$ cat config.mk
export PLATFORM = sky130hd
export DESIGN_NAME = irqc_cmd_port
export DESIGN_NICKNAME = d
export VERILOG_FILES = /design/src/rtl/irqc_pkg.sv /design/src/rtl/irqc_init_seq.sv /design/src/rtl/irqc_ocw_dec.sv /design/src/rtl/irqc_cmd_port.sv
export SDC_FILE = /design/constraint.sdc
export NUM_CORES = 1
export LEC_CHECK = 0
export ABC_AREA = 1
export BUFFER_PORTS_ARGS = -buffer_cell sky130_fd_sc_hd__buf_2
export CORE_ASPECT_RATIO = 0.8
export CORE_MARGIN = 3
export CORE_UTILIZATION = 40
export DETAILED_ROUTE_END_ITERATION = 16
export PLACE_DENSITY = 0.72
export SETUP_SLACK_MARGIN = 0.4
export SLEW_MARGIN = 25
export SYNTH_ARGS = -nofsm -noshare
export SYNTH_HDL_FRONTEND = slang
export SYNTH_HIERARCHICAL = 1
export SYNTH_SLANG_ARGS = --single-unit
$ cat constraint.sdc
create_clock -name clk -period 7.2 [get_ports clk]
set_input_delay 0.36 -clock clk [delete_from_list [all_inputs] [get_ports clk]]
set_output_delay 0.36 -clock clk [all_outputs]
set_load 0.01 [all_outputs]
$ cat src/rtl/irqc_pkg.sv
package irqc_pkg;

    localparam int LINES = 8;
    localparam int IDXW  = $clog2(LINES);

    typedef logic [LINES-1:0] line_vec_t;
    typedef logic [IDXW-1:0]  line_idx_t;

    typedef enum logic [1:0] {
        SEQ_IDLE = 2'd0,
        SEQ_VEC  = 2'd1,
        SEQ_CONN = 2'd2,
        SEQ_MODE = 2'd3
    } seq_t;

    typedef struct packed {
        logic read_isr;
        logic special_mask;
        logic poll;
        logic rot_aeoi;
    } ocw_flags_t;

    localparam logic [7:0] INIT_ACCEPT   = 8'h11;
    localparam logic [7:0] INIT_REJ_MASK = 8'hEE;
    localparam logic [7:0] MODE_REJ_MASK = 8'hEC;
    localparam logic [7:0] CONN_SEC_MASK = 8'hF8;

    // One-hot of the first set bit of req, searching upward from low+1 with wrap.
    function automatic line_vec_t pick_first(line_vec_t req, line_idx_t low);
        line_vec_t res;
        logic      found;
        line_idx_t idx;
        res   = '0;
        found = 1'b0;
        for (int k = 1; k <= LINES; k++) begin
            idx = low + line_idx_t'(k);
            if (!found && req[idx]) begin
                res[idx] = 1'b1;
                found    = 1'b1;
            end
        end
        return res;
    endfunction

endpackage

$ cat src/rtl/irqc_init_seq.sv
module irqc_init_seq
    import irqc_pkg::*;
#(
    parameter bit IS_SECONDARY = 1'b0
) (
    input  logic       clk,
    input  logic       rst,
    input  logic       cmd_wr,
    input  logic       dat_wr,
    input  logic [7:0] wdata,
    output logic       init_go,
    output logic       in_init,
    output logic       mask_wr,
    output logic [7:0] vector,
    output logic [7:0] conn,
    output logic       auto_eoi
);

    seq_t state;
    logic conn_ok;
    logic mode_ok;

    assign init_go = cmd_wr && wdata[4] && wdata[0] && ((wdata & INIT_REJ_MASK) == 8'h00);
    assign in_init = (state != SEQ_IDLE);
    assign mask_wr = dat_wr && (state == SEQ_IDLE);

    generate
        if (IS_SECONDARY) begin : g_sec
            assign conn_ok = ((wdata & CONN_SEC_MASK) == 8'h00);
        end else begin : g_pri
            assign conn_ok = 1'b1;
        end
    endgenerate

    assign mode_ok = wdata[0] && ((wdata & MODE_REJ_MASK) == 8'h00);

    always_ff @(posedge clk) begin
        if (rst) begin
            state    <= SEQ_IDLE;
            vector   <= 8'h00;
            conn     <= 8'h00;
            auto_eoi <= 1'b0;
        end else if (init_go) begin
            state    <= SEQ_VEC;
            auto_eoi <= 1'b0;
        end else if (dat_wr) begin
            unique case (state)
                SEQ_VEC: begin
                    vector <= wdata;
                    state  <= SEQ_CONN;
                end
                SEQ_CONN: begin
                    if (conn_ok) begin
                        conn  <= wdata;
                        state <= SEQ_MODE;
                    end
                end
                SEQ_MODE: begin
                    if (mode_ok) begin
                        auto_eoi <= wdata[1];
                        state    <= SEQ_IDLE;
                    end
                end
                default: ;
            endcase
        end
    end

endmodule

$ cat src/rtl/irqc_ocw_dec.sv
module irqc_ocw_dec
    import irqc_pkg::*;
(
    input  logic       clk,
    input  logic       rst,
    input  logic       cmd_wr,
    input  logic [7:0] wdata,
    input  logic       init_go,
    input  line_vec_t  isr_in,
    output line_idx_t  lowest_pri,
    output ocw_flags_t flags,
    output line_vec_t  isr_clr,
    output logic       eoi_err
);

    line_idx_t sel;
    line_vec_t ns_pick;

    assign sel     = wdata[IDXW-1:0];
    assign ns_pick = pick_first(isr_in, lowest_pri);

    always_ff @(posedge clk) begin
        if (rst) begin
            lowest_pri <= line_idx_t'(LINES - 1);
            flags      <= '0;
            isr_clr    <= '0;
            eoi_err    <= 1'b0;
        end else begin
            isr_clr <= '0;
            eoi_err <= 1'b0;
            if (init_go) begin
                lowest_pri     <= line_idx_t'(LINES - 1);
                flags.rot_aeoi <= 1'b0;
            end else if (cmd_wr && wdata[3]) begin
                if (wdata[1]) flags.read_isr <= wdata[0];
                if (wdata[6]) flags.special_mask <= wdata[5];
                flags.poll <= wdata[2];
            end else if (cmd_wr) begin
                casez (wdata)
                    8'b0010_0000: isr_clr <= ns_pick;
                    8'b1010_0000: begin
                        isr_clr    <= ns_pick;
                        lowest_pri <= lowest_pri + 1'b1;
                    end
                    8'b0110_0???: begin
                        isr_clr      <= line_vec_t'(1) << sel;
                        eoi_err      <= !isr_in[sel];
                    end
                    8'b1110_0???: begin
                        isr_clr      <= line_vec_t'(1) << sel;
                        eoi_err      <= !isr_in[sel];
                        lowest_pri   <= lowest_pri + 1'b1;
                    end
                    8'b1100_0???: lowest_pri <= sel;
                    8'b1000_0000: flags.rot_aeoi <= 1'b1;
                    8'b0000_0000: flags.rot_aeoi <= 1'b0;
                    default: ;
                endcase
            end
        end
    end

endmodule

$ cat src/rtl/irqc_cmd_port.sv
module irqc_cmd_port
    import irqc_pkg::*;
#(
    parameter bit IS_SECONDARY = 1'b0
) (
    input  logic       clk,
    input  logic       rst,
    input  logic       wr_en,
    input  logic       addr,
    input  logic [7:0] wdata,
    input  logic [7:0] irr_in,
    input  logic [7:0] isr_in,
    output logic [7:0] rdata,
    output logic [7:0] imr,
    output logic [7:0] vector,
    output logic [7:0] conn,
    output logic [2:0] lowest_pri,
    output logic       auto_eoi,
    output logic       rot_aeoi,
    output logic       special_mask,
    output logic       poll_mode,
    output logic       in_init,
    output logic       state_clr,
    output logic [7:0] isr_clr,
    output logic       eoi_err
);

    logic       cmd_wr;
    logic       dat_wr;
    logic       init_go;
    logic       mask_wr;
    ocw_flags_t flags;

    assign cmd_wr = wr_en && !addr;
    assign dat_wr = wr_en && addr;

    irqc_init_seq #(.IS_SECONDARY(IS_SECONDARY)) u_seq (
        .clk      (clk),
        .rst      (rst),
        .cmd_wr   (cmd_wr),
        .dat_wr   (dat_wr),
        .wdata    (wdata),
        .init_go  (init_go),
        .in_init  (in_init),
        .mask_wr  (mask_wr),
        .vector   (vector),
        .conn     (conn),
        .auto_eoi (auto_eoi)
    );

    irqc_ocw_dec u_ocw (
        .clk        (clk),
        .rst        (rst),
        .cmd_wr     (cmd_wr && !wdata[4]),
        .wdata      (wdata),
        .init_go    (init_go),
        .isr_in     (isr_in),
        .lowest_pri (lowest_pri),
        .flags      (flags),
        .isr_clr    (isr_clr),
        .eoi_err    (eoi_err)
    );

    always_ff @(posedge clk) begin
        if (rst) begin
            imr       <= 8'h00;
            state_clr <= 1'b0;
        end else begin
            state_clr <= init_go;
            if (init_go)      imr <= 8'h00;
            else if (mask_wr) imr <= wdata;
        end
    end

    assign rot_aeoi     = flags.rot_aeoi;
    assign special_mask = flags.special_mask;
    assign poll_mode    = flags.poll;
    assign rdata        = addr ? imr : (flags.read_isr ? isr_in : irr_in);

endmodule

Yosys cells after proc, flatten, opt, wreduce, memory -nomap -nowiden. Index checks and enable logic that the tools add are counted.

Input bits: 28. Register bits: 44. Output and inout port bits: 50. Word-level logic and storage cells: 179.

Eq/ne operators: 11. Shifts and indexed selects: 1. $lt $le $gt $ge: 17. Bitwise gates (word level): 11. Muxes and demuxes: 58. Reduce and logical (&&, ||, !) cells: 60. Add/subtract/negate cells: 7.

Operators with widths (count): $mux W8 (10); $or A8 B8 Y8 (7); $lt A3 B4 Y1 const B (9); $bmux W1 S3 (9); $reduce_and A3 Y1 (9); $mux W1 (26); $demux W1 S3 (8); $ge A3 B1 Y1 const B (8); $logic_and A1 B1 Y1 (24); $logic_not A8 Y1 (3); $eq A8 B8 Y1 const B (2); $pmux W8 S2 (1); $add A3 B3 Y3 const B (4); $eq A5 B5 Y1 const B (2); $logic_not A1 Y1 (10); $eq A8 B6 Y1 const B (1); $reduce_bool A2 Y1 (4); $reduce_or A2 Y1 (4); $shl A1 B3 Y8 const A (1); $add A3 B2 Y3 const B (2); $pmux W2 S3 (1); $pmux W3 S2 (1); $eq A5 B4 Y1 const B (1); $reduce_or A5 Y1 (1); 13 further kinds (17).

Depth between registers and ports, before layout. Gate-level depths: netlist of the first run.

Depth after elaboration: 26. Depth in mapped cells: 19. Depth with buffers taken out: 16.

Cells and area by module. Netlist of the first run, hierarchy kept.

Modules (own cells, without submodules): irqc_ocw_dec (cells each 342, instances 1, seq. area each 320.3 µm², area each 1961.9 µm²); irqc_init_seq (cells each 132, instances 1, seq. area each 380.4 µm², area each 897.1 µm²); irqc_cmd_port (cells each 103, instances 1, seq. area each 180.2 µm², area each 579.3 µm²).

Worst setup path after synthesis of the first run. OpenSTA, ideal clock, no wires.

Path type: register to register. Start: register u_ocw.lowest_pri[0]. End: register u_ocw.isr_clr[1]. Path slack: 4558 ps. Required time: 7142 ps. Arrival time: 2584 ps. Stages on the path, launching flop included: 18. Library setup time: 58 ps. Period minus slack after synthesis: 2642 ps. Buffers on the path: 4. Path through: dfxtp_1 inv_2 buf_6 clkbuf_1 ha_1 inv_1 buf_2 nand3_1 nand3_1 nand2_1 nor2_8 nand3_4 nor2_4 buf_6 nand3_1 nand3_1 nand2_1 nand2_1.

Cells in the longest elaborated chain, start to end: 26. Elaborated cells on any way between the ends: 100. Classes of those cells: add/sub: 7; order compare: 16; mux: 48; bitwise: 7; reduce/logical: 22.

RTL lines: start, declared (line irqc_ocw_dec.sv:10) `output line_idx_t lowest_pri,`; start signal, assigned (line irqc_ocw_dec.sv:24) `lowest_pri <= line_idx_t'(LINES - 1);`; start signal, assigned (line irqc_ocw_dec.sv:32) `lowest_pri <= line_idx_t'(LINES - 1);`; start signal, assigned (line irqc_ocw_dec.sv:43) `lowest_pri <= lowest_pri + 1'b1;`; parallel branches: the longest is 24 deep, another holds $lt A3 B4 Y1; $mux W8 * (line irqc_pkg.sv:37) `if (!found && req[idx]) begin`; $pmux W8 S2 * (line irqc_ocw_dec.sv:39) `casez (wdata)`; end signal, assigned (line irqc_ocw_dec.sv:40) `8'b0010_0000: isr_clr <= ns_pick;`; end signal, assigned (line irqc_ocw_dec.sv:42) `isr_clr <= ns_pick;`; end signal, assigned (line irqc_ocw_dec.sv:46) `isr_clr <= line_vec_t'(1) << sel;`; end, declared (line irqc_ocw_dec.sv:12) `output line_vec_t isr_clr,`.

Mark *: on every way between the ends. The select of a mux whose other input is x is not followed. A chain may end at the register's enable or synchronous reset.

Worst setup path after layout of the first run.
Start: register u_ocw.lowest_pri[0]. End: register u_ocw.isr_clr[4].

Same word-level chain as after synthesis.

==> flow_summary.yaml, run 1 <==
power_and_ir_drop:
  power.leakage_nw: 2.03
  pwr-share-clk: 0.306
  peakVddDrop_v: 0.0000841
  sw_frac_of_total: 0.313
  switchingPower_mw: 0.158
  seqPwrFrac: 0.498
  pwr-share-comb: 0.196
  internal_power_mw: 0.346
  p_per_area_nw_per_um2: 129
logic_synthesis:
  synth_compound_area_frac: 0.0841
  synth_seq_cells: 44
  synthAdderAreaFrac: 0.0218
  post_synth_num_cell_types: 38
  ys_seq_area_frac: 0.256
  synth.avg_cell_area_um2: 5.96
  yosysWarnings: 6
  yosys-top-cells-area: "dfxtp_1, nand2_1, nand3_1, nor2_1, inv_1"
  synth-xor-area-share: 0.00728
  netlist_area_um2: 3440
  synthMuxAreaShare: 0
  syn_inst: 577
  yosys.area.top_type: "dfxtp_1"
  synthesis.nets: 611
  synth_top_area_frac: 0.256
  synth-simple-area-share: 0.515
  synth_top_family_by_area: "simple AND/OR/NAND/NOR gates"
route:
  drt-vias-per-instance: 5.27
  drc_errors: 0
  dr_total_vias: 3955
  drtIter0Drc: 357
  wirelength_um: 10600
  wl_per_cell_um: 14.1
  postRouteAntennaNets: 0
  drt_first_pass_iters: 5
die:
  num_io_pins: 78
  die_y_um: 88.9
  fp-row-count: 29
  dieArea_um2: 9750
  initial_utilization: 0.423
  core-area_um2: 8130
  die-width_um: 110
timing:
  rsz0062_at_grt: "no"
  fin_tns_setup_ps: 0
  setup_viol: 0
  skew_ps: 6.25
  period_share: 0.538
  slew_viol_final: 0
  hold_viol_final: 0
  worst_pin_slew_ps: 989
  fin_crit_ps: 3870
  fmax_mhz: 258
  relSlewSlack: 0.339
setup_path:
  crit_path_end_kind: "register"
  worst_setup_path_start_kind: "register"
  rr_startpoint: "u_ocw/lowest_pri[0]"
  path_cells: "inv_2 -> ha_1 -> inv_1 -> nand3_1 -> nand2_1 -> nand2_2 -> nand2_2 -> nand2_2 -> nor2_8 -> nand3_4 -> nor2_4 -> nand3_1 -> nand3_1 -> nand2_1 -> nand2_1"
  crit_type: "register to register"
  path_buf_inv: 2
  critPathSlowestCell: "dfxtp_1"
  cp.required_ps: 7440
  cpPeakStageDelay_ps: 840
  rr_worst_depth: 15
  path_delay_family: "simple AND/OR/NAND/NOR gates"
  worst-path-stages: 15
  rr_endpoint: "u_ocw/isr_clr[4]"
  endpoint: "u_ocw/isr_clr[4]"
  worstSetupStartpoint: "u_ocw/lowest_pri[0]"
  cp_max_fo: 24
  r2r_slack_ps: 3330
  cp.arrival_ps: 4110
cells_and_area:
  final_cell_mix: "nand2_1, nand3_1, nor2_1"
  final-seq-area_um2: 881
  drive_gt1_frac: 0.167
  final_common_cell: "nand2_1"
  final_nets: 675
  num_antenna_cells: 0
  multiInputGateArea_um2: 2160
  fillerInstances: 868
  final_cells: 750
  syn_to_final_growth_pct: 13.9
  fin_util: 0.482
clocking:
  path_clk_slew_ps: 80
  clock_latency_ps: 300
  numCtsBuffers: 5
  ctsHoldBuffers: 0
  cts_setup_buffers: 0
  cts_buffer_depth: 2
  cts.sinks: 44
  cts_resized: 0
  htreeDepth: 2
  root_buffer: "clkbuf_8"
  tritoncts: "done"
place:
  placed_cells: 742
  place_congestion: 0.938
  numPortBuffers: 77
  dp_hpwl_um: 8190
run:
  drv_cap: 0
grt:
  grt_usage: 0.215
  grt_antenna_before_repair: 0
  grt_max_degree: 33
  grt_pass1_vias: 3516
  gr-total-overflow: 0
  grt_pass1_wl_um: 16700
min_path:
  worst_hold_startpoint: "wdata[7]"
  min_path_type: "input port to register"
status:
  status: "finished, final reports clean"
## worst reg2reg max path, cell delays in order (launching register included)
cell and delay (ps):
dfxtp_1 840, inv_2 360, ha_1 550, inv_1 370, nand3_1 140, nand2_1 130, nand2_2 60, nand2_2 180
nand2_2 130, nor2_8 250, nand3_4 110, nor2_4 300, nand3_1 170, nand3_1 120, nand2_1 50, nand2_1 70
## kinds of logic (layout without fill, tap and decap cells)
family | Yosys count | count (layout)
compound gates | 49 | 49
buf+inv | 89 | 154
flops | 44 | 44
fa+ha+maj | 6 | 6
simple gates | 387 | 387
xor+xnor | 2 | 2
## layer usage
metal	vias up	GRT usage	wire, um
li1	2002	-	-
met1	1756	0.339	5180
met2	185	0.301	4320
met3	12	0.0397	992
met4	0	0.0396	63
met5	-	0	0
## state kept, by name, summed over array words and instances, names as in the netlist
name and flops:
u_seq/state 2, u_ocw/eoi_err 1, imr 8, u_ocw/flags 4, state_clr 1, u_seq/auto_eoi 1
u_seq/conn 8, u_ocw/isr_clr 8, u_seq/vector 8, u_ocw/lowest_pri 3
## cell usage after synthesis
master	count
nand3b_1	12
buf_4	4
nor3_4	2
inv_4	1
o21a_1	1
a211oi_4	1
nor2_4	2
xor2_1	1
nand3_1	94
ha_1	6
nand4_1	10
clkbuf_1	4
buf_2	8
o21ai_0	4
nand2_2	5
nor2_8	1
a21oi_1	23
nor4_1	3
nor3_1	18
and3_1	1
o22ai_1	2
o211ai_1	6
o21ai_1	9
nand2_1	142
inv_1	62
a211oi_1	2
inv_6	1
xnor2_2	1
nor2_1	93
buf_6	4
dfxtp_1	44
inv_2	4
nand2_4	1
nand3_2	1
clkinv_1	1
nor2_2	1
nand3_4	1
a311oi_1	1
## per-stage QoR
step | total power, mW | worst slack, ps | hold WS [ps] | area [um2]
CTS | 0.506 | 3470 | 347 | 3920
finish | 0.504 | 3330 | 357 | 3920
global route | 0.529 | 3000 | 359 | 3920
floorplan | 0.319 | 4560 | 429 | 3440
detailed placement | 0.353 | 3500 | 451 | 3830
global placement | 0.352 | 3740 | 445 | 3830
## power groups by stage
stage | combinational (mW) | sequential [mW] | clock (mW)
after floorplan | 0.0621 | 0.257 | 0
after global placement | 0.0954 | 0.256 | 0
after detailed placement | 0.0968 | 0.256 | 0
after CTS | 0.0972 | 0.251 | 0.158
after global routing | 0.110 | 0.252 | 0.168
final | 0.0987 | 0.251 | 0.154
## final cells by class
cell class	instances	share of cell area
Multi-Input combinational cell	444	0.552
Timing Repair Buffer	77	0.0984
Tap cell	108	0.0345
Clock inverter	3	0.00479
Sequential cell	44	0.225
Inverter	69	0.0681
Clock buffer	5	0.0176
## worst min-delay path by stage
stage | endpoint | slack, ps | cells after the start
finish | u_ocw/flags[0] | 360 | 3
global route | u_ocw/flags[0] | 360 | 3
CTS | u_ocw/flags[0] | 350 | 3
detailed placement | u_seq/vector[4] | 450 | 2
global placement | u_seq/vector[4] | 450 | 2
floorplan | u_seq/state[0] | 430 | 1
(Power assumes the default switching activity.)
==> run 2, diff against run 1 <==
--- a/config.mk
+++ b/config.mk
@@ -5,7 +5,7 @@
 export SDC_FILE = /design/constraint.sdc
 export NUM_CORES = 1
 export LEC_CHECK = 0
-export ABC_AREA = 1
+export ABC_AREA = 0
 export BUFFER_PORTS_ARGS = -buffer_cell sky130_fd_sc_hd__buf_2
 export CORE_ASPECT_RATIO = 0.8
 export CORE_MARGIN = 3
==> constraint.sdc (replaced) <==
create_clock -name clk -period 3.6 [get_ports clk]
set_input_delay 0.18 -clock clk [delete_from_list [all_inputs] [get_ports clk]]
set_output_delay 0.18 -clock clk [all_outputs]
set_load 0.01 [all_outputs]
==> run 2 against run 1 <==
Compared with the run above: global-route usage up 2.2 points; clock power grew to 2.6 times the previous value; power increased by 120%.
==> flow_summary.yaml, run 2 <==
logic_synthesis:
  synth_top_cells_by_count: "nand2_1, dfxtp_1, nor2_1"
  synth_top_area_frac: 0.255
  netlist_area_um2: 3460
  synth_seq_cells: 44
  synth.avg_cell_area_um2: 8.43
  ys.flop_type: "dfxtp_1"
  post_synth_num_cell_types: 69
  yosys-top-cells-area: "dfxtp_1, mux2i_1, mux4_2, nand2_1, mux2_2"
  yosys.area.top_type: "dfxtp_1"
  synthArstFlopShare: 0
  syn_inst: 410
  ys_seq_area_frac: 0.255
  synth_edf_count: 0
  yosysMostFrequentCell: "nand2_1"
  yosysWarnings: 6
  synthesis.nets: 444
cells_and_area:
  fin_util: 0.500
  stdcell_area_um2: 4080
  final_cells: 586
  drive_gt1_frac: 0.316
  syn_to_final_growth_pct: 18.2
  num_antenna_cells: 0
  final_common_cell: "buf_2"
  final_nets: 511
  final_cell_mix: "buf_2, nand2_1, dfxtp_1"
setup_path:
  cp.required_ps: 3820
  path_cells: "inv_1 -> ha_4 -> mux2_2 -> mux4_2 -> or2_4 -> or3_4 -> a21oi_1 -> o31ai_1 -> a22oi_1"
  cp_max_fo: 13
  cpPeakStageDelay_ps: 570
  worst_setup_path_start_kind: "register"
  path_buf_inv: 1
  rr_startpoint: "u_ocw/lowest_pri[1]"
  crit_type: "register to register"
  path_delay_family: "multiplexers"
  cp.arrival_ps: 3270
  worstSetupStartpoint: "u_ocw/lowest_pri[1]"
  crit_path_end_kind: "register"
  critPathSlowestCell: "mux4_2"
power_and_ir_drop:
  peakVddDrop_v: 0.000200
  power.leakage_nw: 1.62
  pwr-share-clk: 0.361
  switchingPower_mw: 0.324
  seqPwrFrac: 0.453
  p_per_area_nw_per_um2: 268
  power.total_mw: 1.10
  internal_power_mw: 0.773
  pwr-share-comb: 0.186
  sw_frac_of_total: 0.295
grt:
  grt_max_degree: 26
  grt_pass1_wl_um: 17800
  grt_antenna_before_repair: 0
  gr-total-overflow: 0
  grt_pass1_vias: 3210
  grt_usage: 0.237
timing:
  worst_pin_slew_ps: 852
  setup_viol: 0
  worst_hold_slack_ps: 234
  fin_tns_setup_ps: 0
  hold_viol_final: 0
  skew_ps: 10.6
  period_share: 0.849
  fmax_mhz: 327
  relSlewSlack: 0.430
  fin_ws_ps: 545
  fin_crit_ps: 3060
  slew_viol_final: 0
  rsz0062_at_grt: "no"
route:
  dr_total_vias: 3647
  wirelength_um: 11700
  wl_per_cell_um: 19.9
  drtIter0Drc: 296
  drc_errors: 0
  drt_first_pass_iters: 5
  postRouteAntennaNets: 0
  drt-vias-per-instance: 6.22
die:
  dieArea_um2: 9800
  num_io_pins: 78
  die_y_um: 89.1
  fp-row-count: 29
  die-width_um: 110
  core-area_um2: 8160
  initial_utilization: 0.423
clocking:
  htreeDepth: 2
  tritoncts: "done"
  cts.sinks: 44
  numCtsBuffers: 5
  clock_latency_ps: 310
  cts_buffer_depth: 2
  ctsHoldBuffers: 0
  path_clk_slew_ps: 100
  root_buffer: "clkbuf_8"
place:
  numPortBuffers: 77
  dpl_worst_slack_ps: 521
  placed_cells: 577
  dp_hpwl_um: 8730
  placed_area_um2: 3920
  place_congestion: 1.07
status:
  status: "finished, final reports clean"
run:
  drv_cap: 0
min_path:
  worst_hold_startpoint: "wdata[3]"
  min_path_type: "input port to register"
-- run 2: power groups by stage --
stage / logic (mW) / registers [mW] / clock network [mW]
floorplan: 0.116 / 0.509 / 0
global placement: 0.194 / 0.508 / 0
detailed placement: 0.195 / 0.508 / 0
CTS: 0.196 / 0.496 / 0.397
global route: 0.218 / 0.497 / 0.422
finish: 0.204 / 0.496 / 0.396
-- run 2: layout make-up --
cell class,instances,area [um2]
clock buffers,5,68.8
clock inverters,3,42.5
multi-input cells,329,2460
flip-flops and latches,44,883
well taps,108,135
inverters,10,37.5
fillers,799,4080
repair buffers,87,460
-- run 2: kinds of logic after synthesis --
kind of cell	after synthesis	share of synthesized area
AO/OA/AOI/OAI	102	0.220
XOR/XNOR	4	0.0145
adder cells (fa/ha/maj)	6	0.0217
buffers and inverters	37	0.0503
flip-flops	44	0.255
multiplexers	45	0.171
AND/OR/NAND/NOR	172	0.268
-- run 2: tightest hold or removal path, cell delays in order --
cell and delay, ps:
buf_2 160, nand3_1 90, nand3_1 60
-- run 2: timing repair --
action                                  CTS  global route
gates resized for setup                   0             8
setup buffers                             0             1
hold endpoints to repair                  0             0
endpoints found under the setup margin    0             7
-- run 2: layer usage --
layer  vias to the layer above  global-route usage  routed length [um]
met5                         -                   0                   0
met4                         0              0.0827                 272
met3                        20              0.0390                1160
met2                       219               0.343                4920
met1                      1728               0.353                5310
li1                       1680                   -                   -
-- run 2: final timing paths --
check / cells after the start / end / slack, ps
worst max-delay path: 9 / u_ocw/isr_clr[2] / 540
worst min-delay path: 3 / u_seq/vector[3] / 230
worst max register to register: 9 / u_ocw/isr_clr[2] / 540
worst min register to register: 2 / u_ocw/flags[2] / 480
==> run 3, diff against run 2 <==
--- a/config.mk
+++ b/config.mk
@@ -11,7 +11,7 @@
 export CORE_MARGIN = 3
 export CORE_UTILIZATION = 40
 export DETAILED_ROUTE_END_ITERATION = 16
-export PLACE_DENSITY = 0.72
+export PLACE_DENSITY = 0.74
 export SETUP_SLACK_MARGIN = 0.4
 export SLEW_MARGIN = 25
 export SYNTH_ARGS = -nofsm -noshare
==> constraint.sdc (replaced) <==
create_clock -name clk -period 2.5 [get_ports clk]
set_input_delay 0.125 -clock clk [delete_from_list [all_inputs] [get_ports clk]]
set_output_delay 0.125 -clock clk [all_outputs]
set_load 0.01 [all_outputs]
==> run 3 against run 2 <==
Compared with the run above: the run now ends with negative setup slack left; register-to-register slack worse by 820 ps; utilization up 4.4 points; design area up 8.8%; via count up 4.9%; critical path depth unchanged; clock power up 17%; clock skew about the same; sequential share of layout area down 1.7 points; first-iteration DRC count up 26%; critical path type unchanged; largest cell class unchanged.
==> flow_summary.yaml, run 3 (same netlist as run 2, synthesis figures left out) <==
status:
  status: "finished, violations left"
  failed_checks: "negative setup slack"
timing:
  fmax_mhz: 360
  hold_viol_final: 0
  worst_pin_slew_ps: 646
  slew_viol_final: 0
  rsz0062_at_grt: "yes"
  fin_tns_setup_ps: -1880
  relSlewSlack: 0.558
  skew_ps: 11.1
  period_share: 1.11
  fin_ws_ps: -280
  fin_crit_ps: 2780
  setup_viol: 8
cells_and_area:
  final_common_cell: "buf_2"
  syn_to_final_growth_pct: 28.6
  final_nets: 552
  drive_gt1_frac: 0.389
  final_cell_mix: "buf_2, buf_4, nand2_1"
  num_antenna_cells: 0
power_and_ir_drop:
  p_per_area_nw_per_um2: 341
  peakVddDrop_v: 0.000204
  power.leakage_nw: 1.82
setup_path:
  cp_max_fo: 5
  cpPeakStageDelay_ps: 570
  crit_path_end_kind: "register"
  critPathSlowestCell: "mux4_2"
  cp.required_ps: 2700
  crit_type: "register to register"
  worst_setup_path_start_kind: "register"
  path_cells: "inv_6 -> ha_4 -> mux2_4 -> mux4_2 -> or2_4 -> nor4b_4 -> o21a_1 -> nor3_1 -> a311oi_1"
  cp.arrival_ps: 2980
clocking:
  path_clk_slew_ps: 90
  clock_latency_ps: 300
  numCtsBuffers: 5
  tritoncts: "done"
  root_buffer: "clkbuf_8"
  cts.sinks: 44
  htreeDepth: 2
  cts_buffer_depth: 2
route:
  wl_per_cell_um: 19.2
  wirelength_um: 12000
  drc_errors: 0
  drtIter0Drc: 372
  drt_first_pass_iters: 5
  drt-vias-per-instance: 6.10
  postRouteAntennaNets: 0
  dr_total_vias: 3826
die:
  core-area_um2: 8160
  fp-row-count: 29
  die_y_um: 89.1
  initial_utilization: 0.423
  dieArea_um2: 9800
  die-width_um: 110
  num_io_pins: 78
grt:
  grt_antenna_before_repair: 0
  grt_usage: 0.243
  grt_pass1_vias: 3445
  grt_max_degree: 25
  gr-total-overflow: 0
  grt_pass1_wl_um: 18600
run:
  drv_cap: 0
place:
  place_congestion: 1.00
  numPortBuffers: 77
  dpl_worst_slack_ps: -278
  dp_hpwl_um: 9170
min_path:
  min_path_type: "input port to register"
## run 3: worst max-delay path: cells and delay by family (launching register included)
kind,cells,cell delay [ps]
AOI/OAI and AO/OA,2,360
adders and majority gates,1,310
and+or+nand+nor,3,710
buffers and inverters,1,30
muxes,2,890
DFF,1,370
## run 3: layer usage
metal | track usage | wire length (um) | share of wire
met4 | 0.0713 | 296 | 0.025
met2 | 0.361 | 5260 | 0.44
met5 | 0 | 0 | 0
met3 | 0.0361 | 941 | 0.078
met1 | 0.363 | 5530 | 0.46
## run 3: final cells by class
type / count / area, um2
inverters: 10 / 42.5
multi-input cells: 329 / 2520
repair buffers: 128 / 772
fillers: 768 / 3720
clock buffers: 6 / 72.6
clock inverters: 2 / 16.3
flip-flops and latches: 44 / 886
well taps: 108 / 135
## run 3: worst paths after layout
| check | from | end | slack (ps) | cells past startpoint |
|---|---|---|---|---|
| worst max-delay path | u_ocw/lowest_pri[0] | u_ocw/isr_clr[5] | -280 | 9 |
| worst min register to register | u_ocw/flags[2] | u_ocw/flags[2] | 490 | 2 |
| worst min-delay path | rst | u_ocw/lowest_pri[2] | 190 | 4 |
| worst max register to register | u_ocw/lowest_pri[0] | u_ocw/isr_clr[5] | -280 | 9 |
## run 3: metrics by stage
stage	util	cell area, um2	instances	hold WS, ps	power [mW]
floorplan	-	3520	410	194	0.902
global placement	0.518	4230	615	454	1.05
detailed placement	0.518	4230	615	466	1.05
CTS	0.537	4390	625	176	1.52
global route	0.544	4440	627	202	1.58
finish	0.544	4440	627	190	1.52
## run 3: repair_timing
| action | 4_1_cts | 5_1_grt |
|---|---|---|
| endpoints found under the setup margin | 8 | 8 |
| hold buffers | 0 | 0 |
| resized for setup | 13 | 9 |
| buffers inserted | 2 | 2 |
| cloned | 0 | 0 |
| pin swaps | 11 | 11 |
## run 3: power by group
group / total (mW) / switching, mW / internal, mW
combinational: 0.339 / 0.196 / 0.143
clock: 0.463 / 0.264 / 0.199
sequential: 0.714 / 0.00699 / 0.707
